`src/rtl/lc_pkg.sv`:
```
package lc_pkg;
  localparam int N_ST  = 18;
  localparam int N_EV  = 18;
  localparam int N_ACT = 16;
  localparam int ST_W  = $clog2(N_ST);
  localparam int EV_W  = $clog2(N_EV);

  typedef enum logic [ST_W-1:0] {
    ST_I = 5'd0, ST_S_UP = 5'd1, ST_S_LOC = 5'd2, ST_E_UP = 5'd3, ST_E_LOC = 5'd4,
    ST_M_UP = 5'd5, ST_M_LOC = 5'd6, ST_RDM = 5'd7, ST_RDM_INV = 5'd8, ST_WRM = 5'd9,
    ST_UPG = 5'd10, ST_WB_WAIT = 5'd11, ST_WB_SINK = 5'd12, ST_S_WAIT = 5'd13,
    ST_E_WAIT = 5'd14, ST_M_WAIT = 5'd15, ST_MWB_WAIT = 5'd16, ST_UPG_WAIT = 5'd17
  } lc_state_e;

  typedef enum logic [EV_W-1:0] {
    EV_LOAD = 5'd0, EV_STORE = 5'd1, EV_REPL = 5'd2, EV_UP_WB = 5'd3, EV_UP_DATA = 5'd4,
    EV_UP_ACK = 5'd5, EV_INV = 5'd6, EV_FWD_RD = 5'd7, EV_FWD_EX = 5'd8,
    EV_RECALL_OWN = 5'd9, EV_RECALL_OTH = 5'd10, EV_DATA_PART = 5'd11,
    EV_DATA_PEER = 5'd12, EV_DATA_ALL = 5'd13, EV_DATA_EXCL = 5'd14,
    EV_ACK_PART = 5'd15, EV_ACK_ALL = 5'd16, EV_WB_ACK = 5'd17
  } lc_event_e;

  localparam int A_REQ_RD   = 0;
  localparam int A_REQ_WR   = 1;
  localparam int A_REQ_UPG  = 2;
  localparam int A_WB       = 3;
  localparam int A_D_REQ    = 4;
  localparam int A_D_LOW    = 5;
  localparam int A_ACK      = 6;
  localparam int A_UNBL     = 7;
  localparam int A_UNBL_X   = 8;
  localparam int A_UP_DATA  = 9;
  localparam int A_UP_DATAX = 10;
  localparam int A_UP_STALE = 11;
  localparam int A_UP_INV   = 12;
  localparam int A_ALLOC    = 13;
  localparam int A_FREE     = 14;
  localparam int A_STALL    = 15;
  localparam int N_REQ      = A_WB + 1;
endpackage

```
`src/rtl/lc_line_stable.sv`:
```
module lc_line_stable
  import lc_pkg::*;
(
  input  lc_state_e        st_i,
  input  lc_event_e        ev_i,
  output logic             own_o,
  output lc_state_e        nxt_o,
  output logic [N_ACT-1:0] act_o,
  output logic             err_o
);
  always_comb begin
    own_o = 1'b1;
    nxt_o = st_i;
    act_o = '0;
    err_o = 1'b0;
    unique case (st_i)
      ST_I: case (ev_i)
        EV_LOAD:  begin nxt_o = ST_RDM; act_o[A_REQ_RD] = 1'b1; act_o[A_ALLOC] = 1'b1; end
        EV_STORE: begin nxt_o = ST_WRM; act_o[A_REQ_WR] = 1'b1; act_o[A_ALLOC] = 1'b1; end
        EV_REPL:  act_o[A_FREE] = 1'b1;
        EV_INV:   act_o[A_ACK] = 1'b1;
        default:  err_o = 1'b1;
      endcase
      ST_S_UP, ST_S_LOC: case (ev_i)
        EV_LOAD:  begin nxt_o = ST_S_UP; act_o[A_UP_DATA] = 1'b1; end
        EV_STORE: begin nxt_o = ST_UPG; act_o[A_REQ_UPG] = 1'b1; end
        EV_REPL, EV_INV: begin
          if (st_i == ST_S_LOC) begin
            nxt_o = ST_I;
            act_o[A_FREE] = 1'b1;
            act_o[A_ACK]  = (ev_i == EV_INV);
          end else err_o = 1'b1;
        end
        EV_RECALL_OWN, EV_RECALL_OTH: begin
          if (st_i == ST_S_UP) begin nxt_o = ST_S_WAIT; act_o[A_UP_INV] = 1'b1; end
          else err_o = 1'b1;
        end
        default: err_o = 1'b1;
      endcase
      ST_E_UP, ST_M_UP: case (ev_i)
        EV_RECALL_OWN, EV_RECALL_OTH: begin
          nxt_o = (st_i == ST_E_UP) ? ST_E_WAIT : ST_M_WAIT;
          act_o[A_UP_INV] = 1'b1;
        end
        EV_UP_WB: nxt_o = ST_M_LOC;
        default:  err_o = 1'b1;
      endcase
      ST_E_LOC, ST_M_LOC: case (ev_i)
        EV_LOAD:   begin nxt_o = (st_i == ST_E_LOC) ? ST_E_UP : ST_M_UP; act_o[A_UP_DATAX] = 1'b1; end
        EV_STORE:  begin nxt_o = ST_M_UP; act_o[A_UP_DATAX] = 1'b1; end
        EV_REPL:   begin nxt_o = ST_WB_WAIT; act_o[A_WB] = 1'b1; act_o[A_FREE] = 1'b1; end
        EV_INV: begin
          nxt_o = ST_I;
          act_o[A_FREE] = 1'b1;
          // exclusive clean copy only acks, dirty copy returns data
          if (st_i == ST_E_LOC) act_o[A_ACK] = 1'b1;
          else                  act_o[A_D_LOW] = 1'b1;
        end
        EV_FWD_RD: begin nxt_o = ST_S_LOC; act_o[A_D_REQ] = 1'b1; act_o[A_D_LOW] = 1'b1; end
        EV_FWD_EX: begin nxt_o = ST_I; act_o[A_D_REQ] = 1'b1; act_o[A_FREE] = 1'b1; end
        default:   err_o = 1'b1;
      endcase
      default: own_o = 1'b0;
    endcase
    if (err_o || !own_o) begin
      nxt_o = st_i;
      act_o = '0;
    end
  end
endmodule

```
`src/rtl/lc_line_miss.sv`:
```
module lc_line_miss
  import lc_pkg::*;
(
  input  lc_state_e        st_i,
  input  lc_event_e        ev_i,
  output logic             own_o,
  output lc_state_e        nxt_o,
  output logic [N_ACT-1:0] act_o,
  output logic             err_o
);
  always_comb begin
    own_o = 1'b1;
    nxt_o = st_i;
    act_o = '0;
    err_o = 1'b0;
    unique case (st_i)
      ST_RDM, ST_RDM_INV: case (ev_i)
        EV_INV: begin nxt_o = ST_RDM_INV; act_o[A_ACK] = 1'b1; end
        EV_DATA_ALL, EV_DATA_PEER: begin
          act_o[A_UNBL] = (ev_i == EV_DATA_PEER);
          if (st_i == ST_RDM) begin nxt_o = ST_S_UP; act_o[A_UP_DATA] = 1'b1; end
          else                begin nxt_o = ST_I;    act_o[A_UP_STALE] = 1'b1; end
        end
        EV_DATA_EXCL: begin nxt_o = ST_E_UP; act_o[A_UP_DATAX] = 1'b1; act_o[A_UNBL_X] = 1'b1; end
        default: err_o = 1'b1;
      endcase
      ST_WRM, ST_UPG: case (ev_i)
        EV_INV:      begin nxt_o = ST_WRM; act_o[A_ACK] = 1'b1; end
        EV_ACK_PART: ;
        EV_DATA_PART: if (st_i == ST_WRM) nxt_o = ST_UPG; else err_o = 1'b1;
        EV_DATA_ALL, EV_ACK_ALL: begin
          // data_all completes a write miss, ack_all completes an upgrade
          if ((ev_i == EV_DATA_ALL) == (st_i == ST_WRM)) begin
            nxt_o = ST_M_UP;
            act_o[A_UP_DATAX] = 1'b1;
            act_o[A_UNBL_X]   = 1'b1;
          end else err_o = 1'b1;
        end
        EV_RECALL_OTH: if (st_i == ST_UPG) begin nxt_o = ST_UPG_WAIT; act_o[A_UP_INV] = 1'b1; end
                       else err_o = 1'b1;
        default: err_o = 1'b1;
      endcase
      default: own_o = 1'b0;
    endcase
    if (err_o || !own_o) begin
      nxt_o = st_i;
      act_o = '0;
    end
  end
endmodule

```
`src/rtl/lc_line_evict.sv`:
```
module lc_line_evict
  import lc_pkg::*;
(
  input  lc_state_e        st_i,
  input  lc_event_e        ev_i,
  output logic             own_o,
  output lc_state_e        nxt_o,
  output logic [N_ACT-1:0] act_o,
  output logic             err_o
);
  always_comb begin
    own_o = 1'b1;
    nxt_o = st_i;
    act_o = '0;
    err_o = 1'b0;
    unique case (st_i)
      ST_WB_WAIT: case (ev_i)
        EV_WB_ACK: nxt_o = ST_I;
        EV_INV:    begin nxt_o = ST_WB_SINK; act_o[A_D_LOW] = 1'b1; end
        EV_FWD_RD: begin nxt_o = ST_WB_SINK; act_o[A_D_REQ] = 1'b1; act_o[A_D_LOW] = 1'b1; end
        EV_FWD_EX: begin nxt_o = ST_WB_SINK; act_o[A_D_REQ] = 1'b1; end
        default:   err_o = 1'b1;
      endcase
      ST_WB_SINK: case (ev_i)
        EV_WB_ACK: nxt_o = ST_I;
        EV_INV:    act_o[A_ACK] = 1'b1;
        default:   err_o = 1'b1;
      endcase
      ST_S_WAIT, ST_MWB_WAIT, ST_UPG_WAIT: case (ev_i)
        EV_UP_ACK: nxt_o = (st_i == ST_S_WAIT) ? ST_S_LOC :
                           (st_i == ST_UPG_WAIT) ? ST_UPG : ST_M_LOC;
        default:   err_o = 1'b1;
      endcase
      ST_E_WAIT, ST_M_WAIT: case (ev_i)
        EV_UP_ACK:  nxt_o = (st_i == ST_E_WAIT) ? ST_E_LOC : ST_M_LOC;
        EV_UP_DATA: nxt_o = ST_M_LOC;
        EV_UP_WB:   nxt_o = ST_MWB_WAIT;
        default:    err_o = 1'b1;
      endcase
      default: own_o = 1'b0;
    endcase
    if (err_o || !own_o) begin
      nxt_o = st_i;
      act_o = '0;
    end
  end
endmodule

```
`src/rtl/lc_line_ctrl.sv`:
```
module lc_line_ctrl
  import lc_pkg::*;
(
  input  logic [ST_W-1:0]  state_i,
  input  logic [EV_W-1:0]  event_i,
  output logic [ST_W-1:0]  next_o,
  output logic [N_ACT-1:0] act_o,
  output logic             upper_held_o,
  output logic             err_o
);
  localparam int N_SUB = 3;

  lc_state_e st;
  lc_event_e ev;
  assign st = lc_state_e'(state_i);
  assign ev = lc_event_e'(event_i);

  logic      [N_SUB-1:0] own;
  logic      [N_SUB-1:0] sub_err;
  lc_state_e             sub_nxt [N_SUB];
  logic      [N_ACT-1:0] sub_act [N_SUB];

  lc_line_stable u_stable (.st_i(st), .ev_i(ev), .own_o(own[0]), .nxt_o(sub_nxt[0]),
                           .act_o(sub_act[0]), .err_o(sub_err[0]));
  lc_line_miss   u_miss   (.st_i(st), .ev_i(ev), .own_o(own[1]), .nxt_o(sub_nxt[1]),
                           .act_o(sub_act[1]), .err_o(sub_err[1]));
  lc_line_evict  u_evict  (.st_i(st), .ev_i(ev), .own_o(own[2]), .nxt_o(sub_nxt[2]),
                           .act_o(sub_act[2]), .err_o(sub_err[2]));

  logic transient, core_req;
  assign transient = own[1] | own[2];
  assign core_req  = (ev == EV_LOAD) || (ev == EV_STORE) || (ev == EV_REPL);

  always_comb begin
    next_o = state_i;
    act_o  = '0;
    err_o  = ~|own;
    if (transient && core_req) begin
      act_o[A_STALL] = 1'b1;
    end else begin
      for (int i = 0; i < N_SUB; i++) begin
        if (own[i]) begin
          next_o = sub_nxt[i];
          act_o  = sub_act[i];
          err_o  = sub_err[i];
        end
      end
    end
  end

  always_comb begin
    unique case (st)
      ST_S_UP, ST_E_UP, ST_M_UP, ST_S_WAIT, ST_E_WAIT, ST_M_WAIT, ST_UPG_WAIT: upper_held_o = 1'b1;
      default: upper_held_o = 1'b0;
    endcase
  end

  always_comb begin
    assert_one_owner_R1: assert ($onehot0(own));
    if (act_o[A_STALL]) begin
      assert_stall_alone_R10: assert (act_o[A_STALL-1:0] == '0 && next_o == state_i);
    end
    if (err_o) begin
      assert_err_quiet_R12: assert (act_o == '0 && next_o == state_i);
    end
    assert_single_req_R3: assert ($countones(act_o[N_REQ-1:0]) <= 1);
    assert_alloc_free_R6: assert (!(act_o[A_ALLOC] && act_o[A_FREE]));
  end
endmodule

```
`config.mk`:
```
export PLATFORM = sky130hd
export DESIGN_NAME = lc_line_ctrl
export DESIGN_NICKNAME = d
export VERILOG_FILES = /design/src/rtl/lc_pkg.sv /design/src/rtl/lc_line_stable.sv /design/src/rtl/lc_line_miss.sv /design/src/rtl/lc_line_evict.sv /design/src/rtl/lc_line_ctrl.sv
export SDC_FILE = /design/constraint.sdc
export NUM_CORES = 1
export LEC_CHECK = 0
export ABC_AREA = 1
export BUFFER_PORTS_ARGS = -buffer_cell sky130_fd_sc_hd__clkbuf_2
export CAP_MARGIN = 20
export CORE_ASPECT_RATIO = 1.5
export CORE_MARGIN = 4
export CORE_UTILIZATION = 30
export DETAILED_ROUTE_END_ITERATION = 8
export SLEW_MARGIN = 40
export SYNTH_ARGS = -nofsm -noshare
export SYNTH_HDL_FRONTEND = slang
export SYNTH_SLANG_ARGS = --single-unit
```
`constraint.sdc`:
```
create_clock -name vclk -period 1.4
set_input_delay 0.21 -clock vclk [all_inputs]
set_output_delay 0.21 -clock vclk [all_outputs]
set_load 0.02 [all_outputs]
```
==> flow_metrics.py, run 1 <==
metrics = {
    "placed_design": {
        "portBuffers": 33,
        "placed_cells": 517,
        "gp_congestion": 1.002,
        "detailedPlace.worstSlack_ps": -636.9,
        "dp_hpwl_um": 6194,
    },
    "timing": {
        "hold_viol_final": 0,
        "finalCritPeriodShare_pct": 166.1,
        "worst_slew_margin_rel_pct": 60.62,
        "max_freq_mhz": 430.0,
        "worstMarginPinSlew_ps": 585.3,
        "setup_viol": 23,
        "layout_min_cycle_time_ps": 2325,
        "rsz0062_at_grt": "yes",
        "fin_hold_ws_ps": 969.8,
        "tns_ps": -8328,
        "setup_slack_ps": -925.4,
        "final-max-slew-violation-count": 0,
    },
    "die": {
        "dieArea_um2": 6284,
        "core_area_um2": 4848,
        "die_width_um": 66.08,
        "die_h_um": 95.11,
        "start_util_pct": 31.30,
        "io-pin-count": 33,
        "placementRows": 31,
    },
    "critical_path": {
        "path_depth": 12,
        "worstSetupEndpointType": "primary output",
        "path_common_cell": "nor2_2",
        "critPathLaunch": "event_i[0]",
        "crit_chain": "clkbuf_8, nor2_4, nor2_2, nand2_2, nand3_1, a21oi_2, nand4_1, nand2_1, nand2_1, nor2_2, nor2_2, clkbuf_8",
        "cp.arrival_ps": 2120,
        "crit_slowest_cell": "a21oi_2",
        "critPathTopFamily": "simple AND/OR/NAND/NOR gates",
        "crit_required_ps": 1190,
        "worst-path-max-fanout": 5,
        "crit_end": "next_o[2]",
        "cpPeakStageDelay_ps": 280,
        "criticalPathCategory": "in2out",
        "path_buf_inv": 2,
        "cp-start-kind": "input port",
    },
    "synthesis": {
        "synth.most_common_cell": "nand2_1",
        "synth_fp_nets": 327,
        "yosysSeqAreaShare_pct": 0,
        "synth_top_cell_area_share_pct": 23.25,
        "synthTopCellsByArea": "nand2_1 23%, nand3_1 13%, nor2_1 11%",
        "synth_common_cells": "94 x nand2_1, 43 x nor2_1, 40 x nand3_1",
        "ys_types": 33,
        "yosys_warnings": 0,
        "avgSynthCellArea_um2": 4.788,
        "syn_area_um2": 1518,
        "yosysTopAreaCell": "nand2_1",
        "syn_inst": 317,
    },
    "final_layout": {
        "ff_latch_area_um2": 0,
        "final_nets": 504,
        "drive_gt1_share_pct": 71.54,
        "n_clock_buffer": 0,
        "seq_cells": 0,
        "antenna_cells": 0,
        "stdcell_count": 558,
        "fill_cells": 244,
        "area_growth_pct": 171.1,
        "finish.utilization_pct": 84.88,
    },
    "power": {
        "p_leak_uw": 0.002021,
        "vdd_drop_max_v": 0.0001891,
        "p_per_area_nw_per_um2": 270.7,
    },
    "detailed_routing": {
        "wl_per_cell_um": 22.03,
        "dr.pass1.iters": 5,
        "drc": 0,
        "final_antenna_net_count": 0,
        "vias_per_cell": 6.095,
        "drtIter0Drc": 345,
        "vias": 3401,
        "drt-total-wl_um": 12300,
    },
    "global_routing": {
        "grt_pass1_wl_um": 15240,
        "grtUsageTotal_pct": 31.00,
        "antenna_found_initial": 0,
        "grt_overflow": 0,
        "grt_max_degree": 9,
        "first_global_vias": 3222,
    },
    "cts": {
        "ctsHoldBuffers": 0,
    },
    "run_status": {
        "status": "complete, but fails checks",
        "violations": "setup timing",
    },
    "job": {
        "cap_violations": 0,
    },
    "hold_path": {
        "hold_path.class": "in2out",
    },
}
## report_power, final
group          switching [uW]  leakage (uW)  internal [uW]
logic                     617       0.00202            497
registers                   0             0              0
clock network               0             0              0
## kinds of logic (layout without fill, tap and decap cells)
| logic type | after synthesis | count (layout) | synth area share, % |
|---|---|---|---|
| AND/OR/NAND/NOR | 221 | 221 | 67.85 |
| buffers and inverters | 51 | 226 | 14.01 |
| AO/OA/AOI/OAI | 45 | 45 | 18.14 |
## final cells by class
cell class	instances	area [um2]	share of cell area, %
Timing Repair Buffer	181	1787	43.42
Tap cell	66	82.58	2.007
Inverter	45	231.5	5.625
Multi-Input combinational cell	266	2014	48.95
## tightest hold or removal path, delay by kind of cell
kind	cells	cell delay (ps)
buf+inv	3	440
compound gates	1	110
## cells in the final DEF, fill, tap and decap left out, drive strengths merged
| master | synthesis | layout |
|---|---|---|
| a311oi | 2 | 2 |
| nor2 | 61 | 61 |
| a31oi | 2 | 2 |
| a41oi | 1 | 1 |
| and2 | 1 | 1 |
| o21a | 1 | 1 |
| buf | 6 | 166 |
| o41ai | 1 | 1 |
| clkbuf | 0 | 15 |
| nor3 | 4 | 4 |
| o2111ai | 1 | 1 |
| nand3 | 44 | 44 |
| or2 | 2 | 2 |
| nor4 | 1 | 1 |
| a21oi | 12 | 12 |
| nand4 | 7 | 7 |
| o22ai | 1 | 1 |
| and3 | 1 | 1 |
| o21ai | 17 | 17 |
| inv | 45 | 43 |
| nand2 | 100 | 100 |
| o221ai | 2 | 2 |
| o211ai | 3 | 3 |
| clkinv | 0 | 2 |
| a22oi | 2 | 2 |
## how the worst min path moves through the flow
stage | from | endpoint | slack (ps) | cells past startpoint
finish | state_i[3] | next_o[4] | 970 | 4
CTS | state_i[3] | next_o[4] | 950 | 4
floorplan | event_i[1] | act_o[1] | 610 | 3
detailed placement | event_i[2] | act_o[14] | 1040 | 6
global placement | event_i[2] | act_o[14] | 1020 | 6
global route | state_i[3] | next_o[4] | 980 | 4
## layer usage
| metal | routed length (um) | track usage, % | vias up | share of wire, % |
|---|---|---|---|---|
| li1 | - | - | 1408 | - |
| met1 | 4044 | 30.64 | 1537 | 33 |
| met2 | 6058 | 56.32 | 320 | 49 |
| met3 | 1070 | 5.542 | 136 | 8.7 |
| met4 | 1122 | 23.05 | 0 | 9.1 |
| met5 | 0 | 0 | - | 0 |
## per-stage QoR
step / instance area, um2 / power, uW
2_1_floorplan: 1709 / 393.7
3_3_place_gp: 2679 / 664.0
3_5_place_dp: 2679 / 669.8
4_1_cts: 3720 / 929.2
5_1_grt: 4115 / 1147
6_report: 4115 / 1114
## what timing repair did
item	in CTS	in global routing
cloned	0	0
endpoints found under the setup margin	23	23
resized for setup	203	92
pin swaps	59	35
buffers inserted	28	25
Power figures use the tool's default switching activity.
==> inputs of run 2 (changes only) <==
--- a/config.mk
+++ b/config.mk
@@ -10,8 +10,9 @@
 export CAP_MARGIN = 20
 export CORE_ASPECT_RATIO = 1.5
 export CORE_MARGIN = 4
-export CORE_UTILIZATION = 30
+export CORE_UTILIZATION = 42
 export DETAILED_ROUTE_END_ITERATION = 8
+export PLACE_DENSITY = 0.67
 export SLEW_MARGIN = 40
 export SYNTH_ARGS = -nofsm -noshare
 export SYNTH_HDL_FRONTEND = slang
==> run 2 against run 1 <==
  * The run now fails in clock tree synthesis (4_1_cts)
  * Area after synthesis unchanged
  * Synthesized cell count unchanged
==> flow_metrics.py, run 2 <==
metrics = {
    "run_status": {
        "status": "stopped before the end",
        "haltStage": "clock tree synthesis (4_1_cts)",
        "error_message": "[ERROR DPL-0038] Utilization greater than 100%, impossible to legalize",
    },
    "cts": {
        "cts_resized": 188,
        "ctsHoldBuffers": 0,
        "post_cts_buffers": 27,
    },
    "die": {
        "io-pin-count": 33,
        "start_util_pct": 44.01,
        "placementRows": 26,
        "die_width_um": 57.08,
        "die_h_um": 81.63,
    },
    "synthesis": {
        "yosysSeqAreaShare_pct": 0,
        "synth.most_common_cell": "nand2_1",
        "syn_inst": 317,
        "synth_common_cells": "94 x nand2_1, 43 x nor2_1, 40 x nand3_1",
        "avgSynthCellArea_um2": 4.788,
        "yosysTopAreaCell": "nand2_1",
        "synthTopCellsByArea": "nand2_1 23%, nand3_1 13%, nor2_1 11%",
        "ys_types": 33,
        "yosys_warnings": 0,
        "syn_area_um2": 1518,
        "synth_fp_nets": 327,
        "synth_top_cell_area_share_pct": 23.25,
    },
    "placed_design": {
        "dp_hpwl_um": 6016,
        "gp_congestion": 0.9874,
        "postPlaceCellArea_um2": 2656,
        "detailedPlace.worstSlack_ps": -702.3,
        "portBuffers": 33,
    },
}
==> run 2: logic make-up after synthesis <==
logic type / synth area share, %
simple gates: 67.85
buf+inv: 14.01
compound gates: 18.14
==> run 2: through the flow <==
| stage | std cells | utilization (%) | hold WS [ps] | setup TNS (ps) |
|---|---|---|---|---|
| after floorplan | 317 | - | 614.7 | -1059 |
| after global placement | 494 | 77.03 | 1017 | -8213 |
| after detailed placement | 494 | 77.03 | 1035 | -8585 |
==> inputs of run 3 (changes only) <==
--- a/config.mk
+++ b/config.mk
@@ -8,11 +8,10 @@
 export ABC_AREA = 1
 export BUFFER_PORTS_ARGS = -buffer_cell sky130_fd_sc_hd__clkbuf_2
 export CAP_MARGIN = 20
-export CORE_ASPECT_RATIO = 1.5
 export CORE_MARGIN = 4
-export CORE_UTILIZATION = 42
+export CORE_UTILIZATION = 27
 export DETAILED_ROUTE_END_ITERATION = 8
-export PLACE_DENSITY = 0.67
+export PLACE_DENSITY_LB_ADDON = 0.15
 export SLEW_MARGIN = 40
 export SYNTH_ARGS = -nofsm -noshare
 export SYNTH_HDL_FRONTEND = slang
==> constraint.sdc (replaced) <==
create_clock -name vclk -period 1.82
set_input_delay 0.273 -clock vclk [all_inputs]
set_output_delay 0.273 -clock vclk [all_outputs]
set_load 0.02 [all_outputs]
==> run 3 against run 2 <==
  * The flow now finishes, with violations (setup timing)
==> flow_metrics.py, run 3 (synthesis gave the netlist of run 1 again) <==
metrics = {
    "placed_design": {
        "postPlaceCellArea_um2": 2495,
        "portBuffers": 33,
        "detailedPlace.worstSlack_ps": -341.4,
        "gp_congestion": 0.9569,
        "dp_hpwl_um": 5884,
    },
    "critical_path": {
        "crit_chain": "clkbuf_16, nor2_4, nor2_2, buf_4, nand3_1, nand2_1, nor2_1, nand2_1, nand3_2, nand4_1, nand2_1, nand2_1, nand2_1, nand2_1, clkbuf_8",
        "path_common_cell": "nand2_1",
        "critPathLaunch": "event_i[0]",
        "criticalPathCategory": "in2out",
        "critPathTopFamily": "simple AND/OR/NAND/NOR gates",
        "crit_slowest_cell": "nor2_4",
        "cpPeakStageDelay_ps": 200,
        "path_depth": 15,
        "worst-path-max-fanout": 6,
        "cp-start-kind": "input port",
        "path_buf_inv": 3,
        "worstSetupEndpointType": "primary output",
        "crit_required_ps": 1550,
        "cp.arrival_ps": 1780,
    },
    "final_layout": {
        "seq_cells": 0,
        "ff_latch_area_um2": 0,
        "n_clock_buffer": 0,
        "layout_common_cells": "112 x buf_4, 72 x nand2_1, 25 x inv_1",
        "final_nets": 476,
        "antenna_cells": 0,
        "drive_gt1_share_pct": 62.93,
        "final_common_cell": "buf_4",
        "fin_area_um2": 3369,
        "area_growth_pct": 122.0,
    },
    "detailed_routing": {
        "final_antenna_net_count": 0,
        "drtIter0Drc": 207,
        "drc": 0,
        "wl_per_cell_um": 14.83,
        "drt-total-wl_um": 7951,
        "vias_per_cell": 5.142,
        "vias": 2756,
        "dr.pass1.iters": 5,
    },
    "timing": {
        "worstMarginPinSlew_ps": 270.4,
        "layout_min_cycle_time_ps": 2055,
        "setup_viol": 10,
        "fin_hold_ws_ps": 1076,
        "setup_slack_ps": -235.3,
        "final-max-slew-violation-count": 0,
        "max_freq_mhz": 486.5,
        "tns_ps": -1187,
        "rsz0062_at_grt": "yes",
        "hold_viol_final": 0,
        "finalCritPeriodShare_pct": 112.9,
        "worst_slew_margin_rel_pct": 81.85,
    },
    "power": {
        "vdd_drop_max_v": 0.0001216,
        "p_leak_uw": 0.001718,
        "p_per_area_nw_per_um2": 203.4,
    },
    "job": {
        "cap_violations": 0,
    },
    "die": {
        "die_h_um": 82.98,
        "die_width_um": 82.98,
        "start_util_pct": 27.73,
        "dieArea_um2": 6885,
        "io-pin-count": 33,
        "core_area_um2": 5473,
        "placementRows": 27,
    },
    "global_routing": {
        "grtUsageTotal_pct": 21.27,
        "grt_overflow": 0,
        "grt_pass1_wl_um": 12540,
        "antenna_found_initial": 0,
        "first_global_vias": 2608,
        "grt_max_degree": 10,
    },
    "hold_path": {
        "min_from": "state_i[0]",
        "hold_path.class": "in2out",
        "whs_path_depth": 5,
    },
    "run_status": {
        "violations": "setup timing",
        "status": "complete, but fails checks",
    },
}
## run 3: area by class of cell
type                            instances  area [um2]
Inverter                               45       191.4
Multi-Input combinational cell        266        1797
Fill cell                             504        2103
Timing Repair Buffer                  153        1291
Tap cell                               72       90.09
## run 3: worst min-delay path: cells and delay by family
kind                   cells  cell delay [ps]
buffers and inverters      3              380
and+or+nand+nor            1               70
AOI/OAI and AO/OA          1               70
## run 3: worst paths after layout
| kind | to | slack, ps |
|---|---|---|
| max | next_o[0] | -240 |
| min | next_o[0] | 1080 |
## run 3: per-stage QoR
step | std cells | total power (uW) | utilization [%]
detailed placement | 513 | 469.9 | 45.59
global placement | 513 | 469.6 | 45.59
global route | 536 | 733.9 | 61.57
floorplan | 317 | 262.3 | -
CTS | 525 | 604.0 | 55.65
finish | 536 | 685.4 | 61.57
## run 3: timing repair
action / 4_1_cts / 5_1_grt
setup endpoints to repair: 13 / 14
gates resized for setup: 120 / 74
setup buffers: 12 / 11
hold buffers: 0 / 0
pin swaps: 37 / 33
## run 3: power breakdown
part | internal, uW | switching [uW] | total (uW)
Combinational | 313 | 372 | 685
Sequential | 0 | 0 | 0
Clock | 0 | 0 | 0
Total | 313 | 372 | 685
## run 3: metal layers
metal,share of wire (%),global-route usage [%],up-vias
met5,0,0,-
met4,3.5,6.686,0
met3,6.7,0.7937,29
met2,48,36.22,120
met1,42,28.82,1258
li1,-,-,1349
